===== src/rtl/ld_align_pkg.sv =====
`timescale 1ns/1ps
package ld_align_pkg;

    typedef enum logic [1:0] {
        SZ_BYTE = 2'b00,
        SZ_HALF = 2'b01,
        SZ_WORD = 2'b10,
        SZ_WALT = 2'b11
    } acc_size_e;

    localparam logic OFFS_IMM = 1'b0;
    localparam logic OFFS_REG = 1'b1;

endpackage


===== src/rtl/ld_addr_gen.sv =====
`timescale 1ns/1ps
module ld_addr_gen
    import ld_align_pkg::*;
#(
    parameter int DATA_W = 32,
    parameter int IMM_W  = 5
) (
    input  logic [DATA_W-1:0] base_val,
    input  logic [DATA_W-1:0] offs_reg_val,
    input  logic [IMM_W-1:0]  offs_imm,
    input  logic              offs_sel,
    input  acc_size_e         acc_size,
    output logic [DATA_W-1:0] eff_addr,
    output logic [DATA_W-1:0] word_addr
);
    localparam int LANES = DATA_W / 8;
    localparam logic [DATA_W-1:0] ALIGN_MASK = ~DATA_W'(LANES - 1);

    logic [DATA_W-1:0] imm_ext;
    logic [DATA_W-1:0] imm_scaled;
    logic [DATA_W-1:0] offset;

    always_comb begin
        imm_ext = DATA_W'(offs_imm);
        case (acc_size)
            SZ_BYTE: imm_scaled = imm_ext;
            SZ_HALF: imm_scaled = imm_ext << 1;
            default: imm_scaled = imm_ext << 2;
        endcase
        offset    = (offs_sel == OFFS_REG) ? offs_reg_val : imm_scaled;
        eff_addr  = base_val + offset;
        word_addr = eff_addr & ALIGN_MASK;
    end
endmodule


===== src/rtl/ld_lane_extract.sv =====
`timescale 1ns/1ps
module ld_lane_extract
    import ld_align_pkg::*;
#(
    parameter int DATA_W = 32
) (
    input  logic [DATA_W-1:0]               rdata,
    input  logic [$clog2(DATA_W/8)-1:0]     lane_sel,
    input  acc_size_e                       acc_size,
    input  logic                            sign_ext,
    output logic [DATA_W-1:0]               ext_res
);
    localparam int LANES  = DATA_W / 8;
    localparam int HLANES = LANES / 2;
    localparam int SEL_W  = $clog2(LANES);
    localparam int ROT_W  = SEL_W + 3;

    logic [7:0]  byte_lane [LANES];
    logic [15:0] half_lane [HLANES];

    genvar g;
    generate
        for (g = 0; g < LANES; g++) begin : g_bytes
            assign byte_lane[g] = rdata[8*g +: 8];
        end
        for (g = 0; g < HLANES; g++) begin : g_halves
            assign half_lane[g] = rdata[16*g +: 16];
        end
    endgenerate

    logic [ROT_W-1:0]    rot_amt;
    logic [2*DATA_W-1:0] dbl_word;
    logic [2*DATA_W-1:0] dbl_shift;
    logic [7:0]          pick_b;
    logic [15:0]         pick_h;

    always_comb begin
        rot_amt   = {lane_sel, 3'b000};
        dbl_word  = {rdata, rdata};
        dbl_shift = dbl_word >> rot_amt;
        pick_b    = byte_lane[lane_sel];
        pick_h    = half_lane[lane_sel[SEL_W-1:1]];
        case (acc_size)
            SZ_BYTE: ext_res = {{(DATA_W-8){sign_ext & pick_b[7]}}, pick_b};
            SZ_HALF: ext_res = {{(DATA_W-16){sign_ext & pick_h[15]}}, pick_h};
            default: ext_res = dbl_shift[DATA_W-1:0];
        endcase
    end
endmodule


===== src/rtl/ld_align_unit.sv =====
`timescale 1ns/1ps
module ld_align_unit
    import ld_align_pkg::*;
#(
    parameter int DATA_W  = 32,
    parameter int IMM_W   = 5,
    parameter bit OUT_REG = 1'b1
) (
    input  logic              clk,
    input  logic              rst_n,
    input  logic              req_valid,
    input  logic [DATA_W-1:0] base_val,
    input  logic [DATA_W-1:0] offs_reg_val,
    input  logic [IMM_W-1:0]  offs_imm,
    input  logic              offs_sel,
    input  logic [1:0]        acc_size,
    input  logic              sign_ext,
    output logic [DATA_W-1:0] mem_addr,
    input  logic [DATA_W-1:0] mem_rdata,
    output logic [DATA_W-1:0] load_result,
    output logic              result_valid
);
    localparam int LANES = DATA_W / 8;
    localparam int SEL_W = $clog2(LANES);

    typedef struct packed {
        logic              vld;
        logic [DATA_W-1:0] data;
    } out_t;

    acc_size_e         size_e;
    logic [DATA_W-1:0] eff_addr;
    logic [DATA_W-1:0] ext_res;

    assign size_e = acc_size_e'(acc_size);

    ld_addr_gen #(.DATA_W(DATA_W), .IMM_W(IMM_W)) u_addr (
        .base_val     (base_val),
        .offs_reg_val (offs_reg_val),
        .offs_imm     (offs_imm),
        .offs_sel     (offs_sel),
        .acc_size     (size_e),
        .eff_addr     (eff_addr),
        .word_addr    (mem_addr)
    );

    ld_lane_extract #(.DATA_W(DATA_W)) u_lane (
        .rdata    (mem_rdata),
        .lane_sel (eff_addr[SEL_W-1:0]),
        .acc_size (size_e),
        .sign_ext (sign_ext),
        .ext_res  (ext_res)
    );

    generate
        if (OUT_REG) begin : g_oreg
            out_t out_d, out_q;

            always_comb begin
                out_d     = out_q;
                out_d.vld = req_valid;
                if (req_valid) begin
                    out_d.data = ext_res;
                end
            end

            always_ff @(posedge clk) begin
                if (!rst_n) begin
                    out_q <= '0;
                end else begin
                    out_q <= out_d;
                end
            end

            assign load_result  = out_q.data;
            assign result_valid = out_q.vld;
        end else begin : g_comb
            assign load_result  = ext_res;
            assign result_valid = req_valid;
        end
    endgenerate
endmodule


===== config.mk =====
export PLATFORM = sky130hd
export DESIGN_NAME = ld_align_unit
export DESIGN_NICKNAME = d
export VERILOG_FILES = /design/src/rtl/ld_align_pkg.sv /design/src/rtl/ld_addr_gen.sv /design/src/rtl/ld_lane_extract.sv /design/src/rtl/ld_align_unit.sv
export SDC_FILE = /design/constraint.sdc
export NUM_CORES = 1
export LEC_CHECK = 0
export ABC_AREA = 1
export BUFFER_PORTS_ARGS = -buffer_cell sky130_fd_sc_hd__buf_2
export CAP_MARGIN = 20
export CORE_MARGIN = 2
export CORE_UTILIZATION = 55
export DETAILED_ROUTE_END_ITERATION = 6
export HOLD_SLACK_MARGIN = 0.06
export PLACE_DENSITY = 0.85
export REMOVE_ABC_BUFFERS = 1
export SLEW_MARGIN = 15
export SYNTH_ARGS = -nofsm -noshare
export SYNTH_HDL_FRONTEND = slang
export SYNTH_HIERARCHICAL = 1
export SYNTH_SLANG_ARGS = --single-unit
export TNS_END_PERCENT = 20

===== constraint.sdc =====
create_clock -name clk -period 4.6 [get_ports clk]
set_clock_uncertainty 0.1 [all_clocks]
set_input_delay 0.46 -clock clk [delete_from_list [all_inputs] [get_ports clk]]
set_output_delay 0.46 -clock clk [all_outputs]
set_load 0.01 [all_outputs]

==> flow_summary.yaml <==
worst_hold_path:
  hold_path.class: "reg2reg"
  min_from: "load_result[1]"
  whs_path_depth: 2
  hold-path-endpoint: "load_result[1]"
critical_path:
  cp_max_fo: 34
  end_kind: "output pin"
  arrival_ns: 2.99
  r2r-end: "load_result[23]"
  r2r-start: "load_result[23]"
  startpoint_type: "input pin"
  required_ns: 4.04
  rrSetupSlack_ns: 3.91
  critPathKind: "in2out"
  reg2reg_depth: 2
global_route:
  met1_usage_pct: 35.3
  grt.busiest_layer: "met2"
  grt.met3_usage_pct: 3.15
  overflow: 0
  antenna_found_initial: 0
  grtUsageMet2_pct: 47.7
  first_global_vias: 6072
  grt_pass1_wl_mm: 26.0
  grt_usage_pct: 27.4
  grt_max_degree: 66
final_layout:
  drive_above_1_share_pct: 16.5
  nets: 1350
  utilization_pct: 62.0
  antennaDiodeCount: 0
  fin_cells: 1345
  areaGrowthSynthToFinish_pct: 10.6
  fin_area_um2: 6310
sta:
  finalSetupViolations: 0
  slew_headroom_pct: 56.8
  post-route-period-util_pct: 77.1
  period_needed_ns: 3.55
  setup_tns_ns: 0
  rsz0062_at_grt: "false"
  hold_viol: 0
  maxSlewViolCount: 0
  whs_ns: 0.369
  max_freq_ghz: 0.282
  worst_slew_pin_slew_ns: 0.648
placed_design:
  gp_congestion: 0.984
  numPortBuffers: 170
  placed_area_um2: 6210
  place_inst: 1338
  detailed_place_hpwl_mm: 12.0
routing:
  drtAntennaViolNets: 0
  via_per_inst: 5.03
  wirelength_mm: 15.3
  drtIter0Drc: 440
  wl_per_cell_um: 11.4
  drc: 0
  drt-pass1-iter-count: 6
  num_vias: 6763
power_and_ir_drop:
  p_leak_nw: 4.22
  internal_power_uw: 718
  powerDensity_nw_per_um2: 215
  combPwrFrac_pct: 60.4
  netSwitchingFraction_pct: 47.0
  p_sw_uw: 637
  clockPowerShare_pct: 15.4
  seq_power_share_pct: 24.2
  irDropWorstVdd_mv: 0.149
cts:
  clkLatencyLatePin_ns: 0.29
  cts-hold-fix-buffers: 0
  postCtsSetupRepairBufs: 0
  cts_tree: "done"
  cts-root-buf: "clkbuf_8"
  cts_sinks: 33
  clock_path_buffers: 2
  cts_htree_levels: 2
  numCtsBuffers: 5
  cts_resized: 0
  cts.clk_slew.worst_paths_ns: 0.07
logic_synthesis:
  synth_seq_area_share_pct: 11.6
  synth_area_leaders: "nand2_1, nand3_1, inv_1, dfxtp_1, nor2_1"
  synth_top_area_share_pct: 26.7
  ys_types: 35
  synth_area_per_cell_um2: 5.19
  synth.ff_latch_count: 33
  synth_top_area_cell: "nand2_1"
  yosysWarningCount: 6
  synth_cells: 1099
  syn_area_um2: 5700
run_status:
  outcome: "completed"
floorplan:
  core_um2: 10200
  die-area_um2: 11200
  rows: 37
  die_y_um: 106
  die_w_um: 106
  initial_core_util_pct: 56.0
  io_pins: 173
run:
  drv_cap: 0
critical path, cell delays in order:
cell	delay, ns
buf_2	0.51
nor2_1	0.20
nand3_1	0.11
nand2_1	0.05
a31oi_1	0.24
inv_1	0.08
ha_1	0.29
nand2_1	0.06
nand2_1	0.10
nand3_1	0.07
nand2_1	0.12
nand2_1	0.08
nand2_1	0.19
nand2_1	0.11
nand2_1	0.07
nand2_1	0.04
nand2_1	0.06
buf_2	0.13
cell usage after synthesis:
cell / number
buf_2: 13
nor3_1: 3
nand2_2: 3
a21oi_1: 26
dfxtp_1: 33
nand3_1: 144
o21bai_2: 1
nand4_4: 1
buf_6: 17
xor2_1: 13
a21o_1: 1
nor3b_2: 1
inv_2: 1
nor2_1: 128
or2_1: 1
nand2_4: 1
ha_1: 31
xnor2_1: 2
a32o_1: 2
buf_4: 36
or2_0: 1
inv_1: 184
nand3_2: 8
clkbuf_1: 5
o21bai_1: 2
fa_1: 1
o311ai_0: 1
nand4_1: 5
inv_4: 3
o21ai_0: 16
buf_1: 1
a31oi_1: 1
nand2_1: 405
o21ai_1: 7
conb_1: 1
layer usage:
layer  vias to the layer above  wire length, um
met5                         -                0
met4                         0              314
met3                        31             1160
met2                       276             7110
met1                      2918             6680
li1                       3538                -
logic make-up (layout without fill, tap and decap cells):
kind of cell	count (synthesis)	count (layout)	synth area share (%)
xor gates and xnor gates	15	15	2.30
DFF	33	33	11.6
buffers and inverters	260	369	22.1
AOI/OAI and AO/OA	57	57	5.51
adders and majority gates	32	32	7.15
and+or+nand+nor	701	701	51.3
other	1	2	0.0657
registers in the layout (all words and copies together), names as in the netlist:
register,flops
load_result,32
result_valid,1
worst max path at each step:
| stage | slack (ns) | endpoint | startpoint | cells after the start |
|---|---|---|---|---|
| after detailed placement | 0.86 | load_result[9] | acc_size[1] | 15 |
| after floorplan | 0.89 | load_result[29] | acc_size[1] | 15 |
| after global routing | 0.72 | load_result[28] | acc_size[1] | 15 |
| after CTS | 1.05 | mem_addr[29] | acc_size[1] | 18 |
| after global placement | 0.93 | load_result[24] | acc_size[1] | 15 |
| final | 1.05 | mem_addr[29] | acc_size[1] | 18 |
cell usage in the layout (no fill, tap or decap), drive strengths merged, types with 5 or more instances in the layout:
cell type  netlist  final
nand4            6      6
nand3          152    152
nand2          409    409
nor2           128    128
clkbuf           5      5
a21oi           26     26
dfxtp           33     33
buf             67    175
o21ai           23     23
inv            188    188
xor2            13     13
ha              31     31
final cells by class:
| class | instances | area, um^2 |
|---|---|---|
| Multi-Input combinational cell | 807 | 3780 |
| Tap cell | 136 | 170 |
| Inverter | 188 | 713 |
| Clock buffer | 5 | 68.8 |
| Fill cell | 1081 | 3870 |
| Sequential cell | 33 | 661 |
| Clock inverter | 1 | 5.00 |
| Timing Repair Buffer | 175 | 908 |
power by group through the flow:
| stage | Combinational (mW) | Clock [mW] | Sequential (mW) |
|---|---|---|---|
| floorplan | 0.526 | 0 | 0.345 |
| global placement | 0.795 | 0 | 0.333 |
| detailed placement | 0.805 | 0 | 0.334 |
| CTS | 0.808 | 0.211 | 0.328 |
| global route | 0.927 | 0.217 | 0.330 |
| finish | 0.818 | 0.209 | 0.328 |
metrics by stage:
step	total power, mW	setup slack, ns
2_1_floorplan	0.871	0.888
3_3_place_gp	1.13	0.934
3_5_place_dp	1.14	0.861
4_1_cts	1.35	1.05
5_1_grt	1.48	0.720
6_report	1.35	1.05
Power figures use the tool's default switching activity.
